$ cat config.mk
export PLATFORM = sky130hd
export DESIGN_NAME = irq_req_latch
export DESIGN_NICKNAME = d
export VERILOG_FILES = /design/src/rtl/irq_latch_pkg.sv /design/src/rtl/trig_mode_reg.sv /design/src/rtl/req_line_cell.sv /design/src/rtl/irq_req_latch.sv
export SDC_FILE = /design/constraint.sdc
export NUM_CORES = 1
export LEC_CHECK = 0
export BUFFER_PORTS_ARGS = -buffer_cell sky130_fd_sc_hd__buf_2
export CORE_MARGIN = 5
export CORE_UTILIZATION = 43
export CTS_CLUSTER_SIZE = 14
export DETAILED_ROUTE_END_ITERATION = 10
export HOLD_SLACK_MARGIN = 0.02
export PLACE_DENSITY = 0.79
export SLEW_MARGIN = 30
export SYNTH_ARGS = -nofsm -noshare
export SYNTH_HDL_FRONTEND = slang
export SYNTH_HIERARCHICAL = 1
export SYNTH_SLANG_ARGS = --single-unit
$ cat constraint.sdc
create_clock -name clk -period 1.15 [get_ports clk]
set_input_delay 0.115 -clock clk [delete_from_list [all_inputs] [get_ports clk]]
set_output_delay 0.115 -clock clk [all_outputs]
set_load 0.05 [all_outputs]
$ cat src/rtl/irq_latch_pkg.sv
package irq_latch_pkg;

  typedef enum logic {
    TRIG_EDGE  = 1'b0,
    TRIG_LEVEL = 1'b1
  } trig_mode_e;

  // Per-line registered state
  typedef struct packed {
    logic pend;
    logic last;
    logic new_f;
    logic mask_f;
  } line_state_t;

  localparam line_state_t LINE_STATE_RESET = '{pend: 1'b0, last: 1'b0, new_f: 1'b0, mask_f: 1'b0};

endpackage

$ cat src/rtl/trig_mode_reg.sv
module trig_mode_reg #(
  parameter int                   NUM_LINES     = 8,
  parameter logic [NUM_LINES-1:0] WRITABLE_MASK = 8'hF8
) (
  input  logic                 clk,
  input  logic                 rst,
  input  logic                 wr_en,
  input  logic [NUM_LINES-1:0] wr_data,
  output logic [NUM_LINES-1:0] mode
);

  logic [NUM_LINES-1:0] mode_q;

  // Bits outside the writable mask are always stored as 0 (edge mode)
  always_ff @(posedge clk) begin
    if (rst) begin
      mode_q <= '0;
    end else if (wr_en) begin
      mode_q <= wr_data & WRITABLE_MASK;
    end
  end

  assign mode = mode_q;

endmodule

$ cat src/rtl/req_line_cell.sv
module req_line_cell
  import irq_latch_pkg::*;
(
  input  logic       clk,
  input  logic       rst,
  input  logic       req,
  input  trig_mode_e mode,
  input  logic       msk,
  input  logic       ack,
  output logic       pend,
  output logic       new_evt,
  output logic       masked_evt
);

  line_state_t st_q, st_d;
  logic        hit;

  always_comb begin
    // A request is a level-mode high input or an edge-mode rising edge
    hit = req & ((mode == TRIG_LEVEL) | ~st_q.last);
    st_d.last = req;
    if (mode == TRIG_LEVEL) begin
      st_d.pend = req;
    end else if (hit) begin
      st_d.pend = 1'b1;             // a rising edge wins over an acknowledge
    end else if (ack) begin
      st_d.pend = 1'b0;
    end else begin
      st_d.pend = st_q.pend;
    end
    st_d.new_f  = hit & ~msk & ~st_q.pend;
    st_d.mask_f = hit & msk;
  end

  always_ff @(posedge clk) begin
    if (rst) st_q <= LINE_STATE_RESET;
    else     st_q <= st_d;
  end

  assign pend       = st_q.pend;
  assign new_evt    = st_q.new_f;
  assign masked_evt = st_q.mask_f;

endmodule

$ cat src/rtl/irq_req_latch.sv
module irq_req_latch
  import irq_latch_pkg::*;
#(
  parameter int                   NUM_LINES     = 8,
  parameter logic [NUM_LINES-1:0] WRITABLE_MASK = 8'hF8
) (
  input  logic                 clk,
  input  logic                 rst,
  input  logic [NUM_LINES-1:0] req_in,
  input  logic [NUM_LINES-1:0] mask_in,
  input  logic [NUM_LINES-1:0] ack_in,
  input  logic                 tm_wr_en,
  input  logic [NUM_LINES-1:0] tm_wr_data,
  output logic [NUM_LINES-1:0] tm_rd_data,
  output logic [NUM_LINES-1:0] pending,
  output logic [NUM_LINES-1:0] new_evt,
  output logic [NUM_LINES-1:0] masked_evt
);

  logic [NUM_LINES-1:0] mode_vec;

  trig_mode_reg #(
    .NUM_LINES    (NUM_LINES),
    .WRITABLE_MASK(WRITABLE_MASK)
  ) u_mode (
    .clk    (clk),
    .rst    (rst),
    .wr_en  (tm_wr_en),
    .wr_data(tm_wr_data),
    .mode   (mode_vec)
  );

  for (genvar i = 0; i < NUM_LINES; i++) begin : g_line
    req_line_cell u_cell (
      .clk       (clk),
      .rst       (rst),
      .req       (req_in[i]),
      .mode      (trig_mode_e'(mode_vec[i])),
      .msk       (mask_in[i]),
      .ack       (ack_in[i]),
      .pend      (pending[i]),
      .new_evt   (new_evt[i]),
      .masked_evt(masked_evt[i])
    );
  end

  assign tm_rd_data = mode_vec;

endmodule

==> metrics.cfg, run 1 <==
[cells_and_area]
multi_input_area_um2=430
syn_to_final_growth_pct=43.5
fin_util=0.639
fillers=238
diodes=0
fin_nets=223
ff_latch_area_um2=757
drive_above_1_share=0.463

[global_route]
grt_max_degree=22
grt_overflow_total=0
first_global_vias=1073
antenna_found_initial=0
grt_pass1_wl_um=4570
grt.total_usage=0.146

[place]
dp.final_hpwl_um=2040
io_buffers=60
globalplace.congestion=0.676

[timing]
tns_ns=0
fin_crit_ns=1.07
fin_skew_ns=0.00622
hold_viol=0
setup_violations=0
report.final.slew_viol_count=0
rsz0062_at_grt=false
fmax_ghz=0.935
period_share=0.930

[power]
p_leak_nw=0.889
vdd_drop_max_mv=1.10
power.density_nw_per_um2=1430
total_power_mw=2.52

[synth]
ys_ff_latch=37
yosysTopAreaCellShare=0.603
synth_area_um2=1230
synth_most_common_cell=dfxtp_1
synth.area.top_cells=dfxtp_1 60%, or4b_1 6.5%, and2b_2 5.7%
synth-seq-area-share=0.603
synthCells=108
async_flop_share=0
yosys_most_used_dff=dfxtp_1
synth_top_area_cell=dfxtp_1
synth.avg_cell_area_um2=11.4
synth-edff-count=0
ys_warn_count=6
ys_types=13

[critical_path]
slowest_stage=dfxtp_2
endpoint_kind=output port
start_kind=flip-flop
path_max_fanout=4
rr_startpoint=u_mode/mode[4]
crit_arrival_ns=0.95
critical_path_class=flip-flop to output port
crit_family=flip-flops
cpPeakStageDelay_ns=0.36
crit_buf_inv=1
critPathRequiredTime_ns=1.03
cp_cell_sequence=buf_2
setup.worst_path.start=u_mode/mode[7]

[routing]
wl_per_cell_um=12.7
avgViaCountPerCell=4.73
first_pass_iters=4
drc=0
vias=1036
drtIter0Drc=10
ant_nets=0
wirelength_um=2780

[die]
die_area_um2=4020
die_h_um=63.4
start_util=0.445
fp.dieW_um=63.4
core_um2=2760
io_pins=67
row_count=19

[cts]
cts_tree=done
cts.sinks=37
cts_buffers=5
clock_tree.root_cell=clkbuf_4
max-clock-path-buffers=2
cts-htree-levels=2
clk_pin_slew_ns=0.10
post_cts_buffers=0
clock_latency_ns=0.33

[run_status]
status=completed

[hold_path]
hold_path.class=primary input to flip-flop
min_from=req_in[2]

[flow_run]
cap_violations=0

==> cells by family after synthesis <==
family	synth area share
buffers and inverters	0.0520
and+or+nand+nor	0.268
AOI/OAI and AO/OA	0.0326
other	0.00306
muxes	0.0408
DFF	0.603
==> final cells by class <==
class / count / share of cell area
Clock buffer: 7 / 0.0312
Tap cell: 31 / 0.0220
Sequential cell: 37 / 0.430
Multi-Input combinational cell: 61 / 0.244
Timing Repair Buffer: 75 / 0.256
Inverter: 8 / 0.0170
==> where the power goes <==
part / internal [mW] / switching (mW)
logic: 0.158 / 0.308
registers: 1.35 / 0.0301
clock network: 0.288 / 0.378
total: 1.80 / 0.717
==> repair_timing <==
action,4_1_cts,5_1_grt
endpoints found under the hold margin,15,0
hold buffers,15,0
resized for setup,0,0
==> metrics by stage <==
stage | worst slack [ns] | instances | area, um2 | hold slack [ns]
after CTS | 0.0612 | 219 | 1760 | 0.0206
after detailed placement | 0.137 | 197 | 1560 | 0.293
after global routing | 0.0298 | 219 | 1760 | 0.0268
after floorplan | 0.0875 | 110 | 1250 | 0.180
final | 0.0801 | 219 | 1760 | 0.0369
after global placement | 0.180 | 197 | 1560 | 0.289
==> per-layer routing <==
metal  vias to the layer above  GRT usage  share of wire
met3                         7     0.0959           0.15
met5                         -          0              0
met2                        52      0.245           0.46
li1                        527          -              -
met1                       450      0.138           0.37
met4                         0     0.0623          0.018
==> path summary, 6_finish.rpt <==
check | end | slack (ns) | depth (start not counted)
hold / removal | g_line[2].u_cell/st_q[2] | 0.04 | 3
setup reg to reg | g_line[4].u_cell/pend | 0.12 | 2
hold reg to reg | g_line[5].u_cell/new_evt | 0.42 | 1
setup / recovery | tm_rd_data[7] | 0.08 | 1
==> cells in the final DEF (no fill, tap or decap) <==
master         synthesis  layout
nand2b_1               8       8
clkbuf_1               0       1
clkbuf_8               0       1
mux2i_1                5       5
clkbuf_4               0       5
nor2_1                 5       5
inv_1                  8       8
and2b_2                8       8
dfxtp_1               37      24
o21ai_0                8       8
dfxtp_2                0      13
nor4_1                 8       8
dlygate4sd3_1          0      15
buf_2                  0      60
or4b_1                 8       8
nor3b_1                8       8
conb_1                 1       3
==> state kept, by name, summed over array words and instances, names as in the netlist <==
signal	cells
g_line.u_cell/st_q	8
u_mode/mode	5
g_line.u_cell/pend	8
g_line.u_cell/masked_evt	8
g_line.u_cell/new_evt	8
Power figures use the tool's default switching activity.
==> inputs of run 2 (changes only) <==
- CORE_ASPECT_RATIO: default -> 0.6
==> run 2 against run 1 <==
  * Clock power rose by 25%
  * Sequential share of layout area rose by 0.97 points
  * Critical path depth rose by 1
  * Cell count fell by 1.4%
  * Utilization fell by 2.3 points
  * Worst hold slack improved by 0.034 ns
  * Maximum frequency rose by 3.8%
  * Die area rose by 0.88%
  * Highest routed layer unchanged
==> metrics.cfg, run 2 (synthesis gave the netlist of run 1 again) <==
[run_status]
status=completed

[power]
p_int_mw=1.92  ; +6.5%
p_sw_frac=0.281  ; -0.00401
vdd_drop_max_mv=0.824  ; -25%
p_sw_mw=0.748  ; +4.4%
p_comb_frac=0.168  ; -0.017
p_leak_nw=0.873  ; -1.8%
power.density_nw_per_um2=1550  ; +8.2%
power_frac_seq=0.521  ; -0.029
clockPowerShare=0.312  ; +0.047

[die]
core_um2=2800  ; +1.4%
row_count=15  ; -4
io_pins=67  ; unchanged
die_h_um=51.4  ; -19%
fp.dieW_um=79.0  ; +25%
start_util=0.439  ; -0.00617
die_area_um2=4060  ; +0.88%

[timing]
rsz0062_at_grt=false
fin_skew_ns=0.00206  ; -0.00416 ns
period_share=0.896  ; -0.0344
fmax_ghz=0.971  ; +3.8%
report.final.slew_viol_count=0  ; unchanged
holdWs_ns=0.0711  ; +0.0342 ns
fin_crit_ns=1.03  ; -0.0396 ns
tns_ns=0  ; unchanged
setup_violations=0  ; unchanged
hold_viol=0  ; unchanged

[global_route]
grt_pass1_wl_um=4460  ; -2.4%
first_global_vias=1039  ; -3.2%
grt_max_degree=22  ; unchanged
grt_overflow_total=0  ; unchanged
grt.total_usage=0.146  ; +0.000197
antenna_found_initial=0  ; unchanged

[critical_path]
critPathRequiredTime_ns=1.34  ; +0.31 ns
path_max_fanout=4  ; unchanged
setup.worst_path.start=u_mode/mode[6]
endpoint_kind=flip-flop
reg2reg_slack_ns=0.12  ; about the same
start_kind=flip-flop
r2r_cells=2  ; unchanged
rr_startpoint=u_mode/mode[6]
critical_path_class=flip-flop to flip-flop
crit_arrival_ns=1.22  ; +0.27 ns
r2r_end=g_line[6].u_cell/pend
cp-endpoint=g_line[6].u_cell/pend

[cells_and_area]
drive_above_1_share=0.484  ; +0.0208
fillers=224  ; -5.9%
mostFrequentLayoutCell=buf_2
final_cell_mix=60 x buf_2, 24 x dfxtp_1, 13 x dfxtp_2
diodes=0  ; unchanged
fin_nets=216  ; -3.1%
syn_to_final_growth_pct=40.4

[cts]
cts.sinks=37  ; unchanged
clk_pin_slew_ns=0.06  ; -0.04 ns
clock_latency_ns=0.28  ; -0.05 ns
cts_buffers=5  ; unchanged
cts-resized-gates=0  ; unchanged
cts_tree=done
clock_tree.root_cell=clkbuf_8
cts-htree-levels=2  ; unchanged
max-clock-path-buffers=2  ; unchanged

[place]
dp.final_hpwl_um=2030  ; -0.30%
globalplace.congestion=0.705  ; +4.2%
io_buffers=60  ; unchanged

[routing]
first_pass_iters=4  ; unchanged
ant_nets=0  ; unchanged
wirelength_um=2700  ; -2.9%
drc=0  ; unchanged
drtIter0Drc=64  ; +54
wl_per_cell_um=12.5  ; -1.6%
vias=1039  ; +0.29%
avgViaCountPerCell=4.81  ; +1.7%

[hold_path]
hold_path.class=primary input to flip-flop
min_from=tm_wr_data[7]

[flow_run]
cap_violations=0  ; unchanged

## run 2: cell types whose count changed in the layout (fill, tap and decap cells not counted)
cell | previous run | this run
dlygate4sd3_1 | 15 | 8
clkbuf_4 | 5 | 0
clkbuf_8 | 1 | 5
clkinv_2 | 0 | 2
## run 2: layer usage
metal | vias up | wire, um | GRT usage
li1 | 509 | - | -
met4 | 0 | 8 | 0.0600
met2 | 43 | 1290 | 0.251
met5 | - | 0 | 0
met1 | 485 | 1090 | 0.151
met3 | 2 | 308 | 0.0757
## run 2: through the flow
| stage | setup WS (ns) | utilization | std cells | power (mW) | area (um2) |
|---|---|---|---|---|---|
| floorplan | 0.0875 | - | 110 | 1.72 | 1250 |
| global placement | 0.182 | 0.558 | 200 | 1.83 | 1560 |
| detailed placement | 0.115 | 0.558 | 200 | 1.84 | 1560 |
| CTS | 0.114 | 0.616 | 216 | 2.70 | 1720 |
| global route | 0.0834 | 0.616 | 216 | 2.79 | 1720 |
| finish | 0.120 | 0.616 | 216 | 2.67 | 1720 |
## run 2: repair_timing
action	4_1_cts	5_1_grt
hold buffers	8	0
setup buffers	0	0
endpoints found under the hold margin	8	0
## run 2: worst min path at each step
stage	slack [ns]	cells past startpoint	end
4_1_cts	0.07	3	u_mode/mode[7]
3_5_place_dp	0.29	2	g_line[7].u_cell/new_evt
6_report	0.07	3	u_mode/mode[7]
5_1_grt	0.06	3	u_mode/mode[3]
2_1_floorplan	0.18	1	u_mode/mode[3]
3_3_place_gp	0.29	2	g_line[4].u_cell/new_evt
## run 2: cell type report
cell class	instances	area (um2)	area share
clock inverter	2	10.0	0.00581
tap	34	42.5	0.0247
multi-input combinational	61	430	0.250
sequential	37	757	0.439
clock buffer	6	72.6	0.0421
timing repair buffer	68	380	0.221
inverter	8	30.0	0.0174
## run 2: power groups by stage
stage	Combinational [mW]	Sequential, mW	Clock (mW)
floorplan	0.122	1.60	0
global placement	0.419	1.41	0
detailed placement	0.427	1.42	0
CTS	0.448	1.39	0.861
global route	0.477	1.40	0.920
finish	0.448	1.39	0.831
## run 2: critical path, stage by stage, from the launching register on
cell	delay, ns
dfxtp_2	0.33
or4b_1	0.52
o21ai_0	0.10
==> inputs of run 3 (changes only) <==
- CORE_MARGIN: 5 -> 2
==> run 3 against run 2 <==
  * Via count decreased by 4.2%
  * Final area is 1.4% higher
  * Non-clock buffer count up 1
  * Clock skew up 0.0037 ns
  * Maximum frequency increased by 2.0%
  * Register-to-register slack gained 0.03 ns
  * Clock-buffer cell count grew 1
  * Worst setup slack better by 0.020 ns
  * Global-route usage is 0.50 points higher
  * Critical endpoint is now tm_rd_data[3]
  * Largest power group unchanged
==> metrics.cfg, run 3 (synthesis gave the netlist of run 1 again) <==
[power]
power_frac_seq=0.494  ; -0.027
p_int_mw=2.04  ; +6.5%
p_sw_mw=0.763  ; +2.0%
total_power_mw=2.80  ; +5.2%
vdd_drop_max_mv=0.860  ; +4.4%
p_sw_frac=0.272  ; -0.00864
clockPowerShare=0.346  ; +0.034
p_leak_nw=0.887  ; +1.6%
power.density_nw_per_um2=1610  ; +3.8%
p_comb_frac=0.160  ; -0.008

[critical_path]
slowest_stage=dfxtp_2
endpoint_kind=output port
crit_arrival_ns=0.90  ; -0.32 ns
crit_family=flip-flops
path_max_fanout=4  ; unchanged
critical_path_class=flip-flop to output port
r2r_cells=2  ; unchanged
crit_buf_inv=1  ; +1
critPathRequiredTime_ns=1.03  ; -0.31 ns
path_depth=1  ; -1
start_kind=flip-flop
setup.worst_path.start=u_mode/mode[3]
cp_cell_sequence=buf_2
reg2reg_slack_ns=0.15  ; +0.03 ns
r2r_end=g_line[6].u_cell/pend
rr_startpoint=u_mode/mode[6]
cpPeakStageDelay_ns=0.35  ; -0.17 ns

[cells_and_area]
layoutNonFillerInstCount=215  ; -0.46%
multi_input_area_um2=430  ; unchanged
drive_above_1_share=0.492  ; +0.00829
syn_to_final_growth_pct=42.3
fin_util=0.669  ; +0.0531
fillers=209  ; -6.7%
mostFrequentLayoutCell=buf_2
postLayoutCellArea_um2=1750  ; +1.4%
fin_nets=217  ; +0.46%
final_cell_mix=60 x buf_2, 24 x dfxtp_1, 13 x dfxtp_2
ff_latch_area_um2=757  ; unchanged
diodes=0  ; unchanged

[flow_run]
cap_violations=0  ; unchanged

[place]
placedCellCount=199  ; -0.50%
globalplace.congestion=0.688  ; -2.4%
dpl_cell_area_um2=1570  ; +0.32%
io_buffers=60  ; unchanged
dp.final_hpwl_um=1830  ; -10%
place_ws_ns=0.151  ; +0.0357 ns

[run_status]
status=completed

[cts]
cts-resized-gates=0  ; unchanged
cts_tree=done
cts.sinks=37  ; unchanged
max-clock-path-buffers=2  ; unchanged
clock_tree.root_cell=clkbuf_8
cts_buffers=5  ; unchanged
clk_pin_slew_ns=0.07  ; about the same
cts-htree-levels=2  ; unchanged
post_cts_buffers=0  ; unchanged
clock_latency_ns=0.28  ; about the same

[hold_path]
hold_end=u_mode/mode[7]
min_from=tm_wr_data[7]
whs_path_depth=3  ; unchanged
hold_path.class=primary input to flip-flop

[die]
start_util=0.470  ; +0.0314
die_h_um=45.4  ; -12%
core_um2=2610  ; -6.7%
row_count=14  ; -1
io_pins=67  ; unchanged
die_area_um2=3310  ; -18%
fp.dieW_um=73.0  ; -7.6%

[global_route]
grt_pass1_wl_um=3590  ; -19%
grt.total_usage=0.151  ; +0.00499
antenna_found_initial=0  ; unchanged
first_global_vias=842  ; -19%
grt_overflow_total=0  ; unchanged
grt_max_degree=18  ; -18%

[routing]
wl_per_cell_um=11.4  ; -8.8%
avgViaCountPerCell=4.63  ; -3.8%
first_pass_iters=4  ; unchanged
vias=995  ; -4.2%
wirelength_um=2450  ; -9.2%
drc=0  ; unchanged
drtIter0Drc=20  ; -69%
ant_nets=0  ; unchanged

[timing]
fmax_ghz=0.990  ; +2.0%
period_share=0.878  ; -0.0175
report.final.slew_viol_count=0  ; unchanged
hold_viol=0  ; unchanged
fin_skew_ns=0.00580  ; +0.00374 ns
tns_ns=0  ; unchanged
setup_violations=0  ; unchanged
setup_ws_ns=0.140  ; +0.0201 ns
fin_crit_ns=1.01  ; -0.0201 ns
holdWs_ns=0.0693  ; -0.00180 ns
rsz0062_at_grt=false

run 3: cell count changes in the layout (fill, tap and decap cells not counted), sizes merged:
cell | previous run | this run
buf | 60 | 61
clkbuf | 6 | 7
clkinv | 2 | 1
run 3: worst max-delay path by stage:
stage | to | slack [ns]
6_report | tm_rd_data[3] | 0.14
5_1_grt | g_line[6].u_cell/pend | 0.05
4_1_cts | tm_rd_data[7] | 0.13
3_5_place_dp | g_line[6].u_cell/pend | 0.15
3_3_place_gp | g_line[7].u_cell/pend | 0.18
2_1_floorplan | g_line[0].u_cell/pend | 0.09
run 3: final cells by class:
cell class,count,area share
clock buffer,7,0.0552
clock inverter,1,0.00287
inverter,8,0.0172
multi-input combinational,61,0.246
sequential,37,0.433
tap,32,0.0229
timing repair buffer,69,0.222
run 3: timing repair:
item	CTS	global route
setup endpoints to repair	0	0
endpoints found under the hold margin	8	0
hold buffers	8	0
run 3: power groups by stage:
stage	Combinational [mW]	Sequential, mW	Clock [mW]
floorplan	0.122	1.60	0
global placement	0.421	1.41	0
detailed placement	0.427	1.42	0
CTS	0.448	1.39	0.993
global route	0.476	1.39	1.04
finish	0.448	1.39	0.970
run 3: routing by layer:
metal,routed length [um],part of all wire,track usage,vias up
li1,-,-,-,514
met3,222,0.091,0.0708,5
met4,45,0.018,0.0778,0
met5,0,0,0,-
met1,1190,0.48,0.181,427
met2,996,0.41,0.231,49
run 3: worst reg2reg max path: cells and delay by family, from the launching register on:
kind | cells | cell delay, ns
compound gates | 1 | 0.09
flops | 1 | 0.33
simple gates | 1 | 0.50
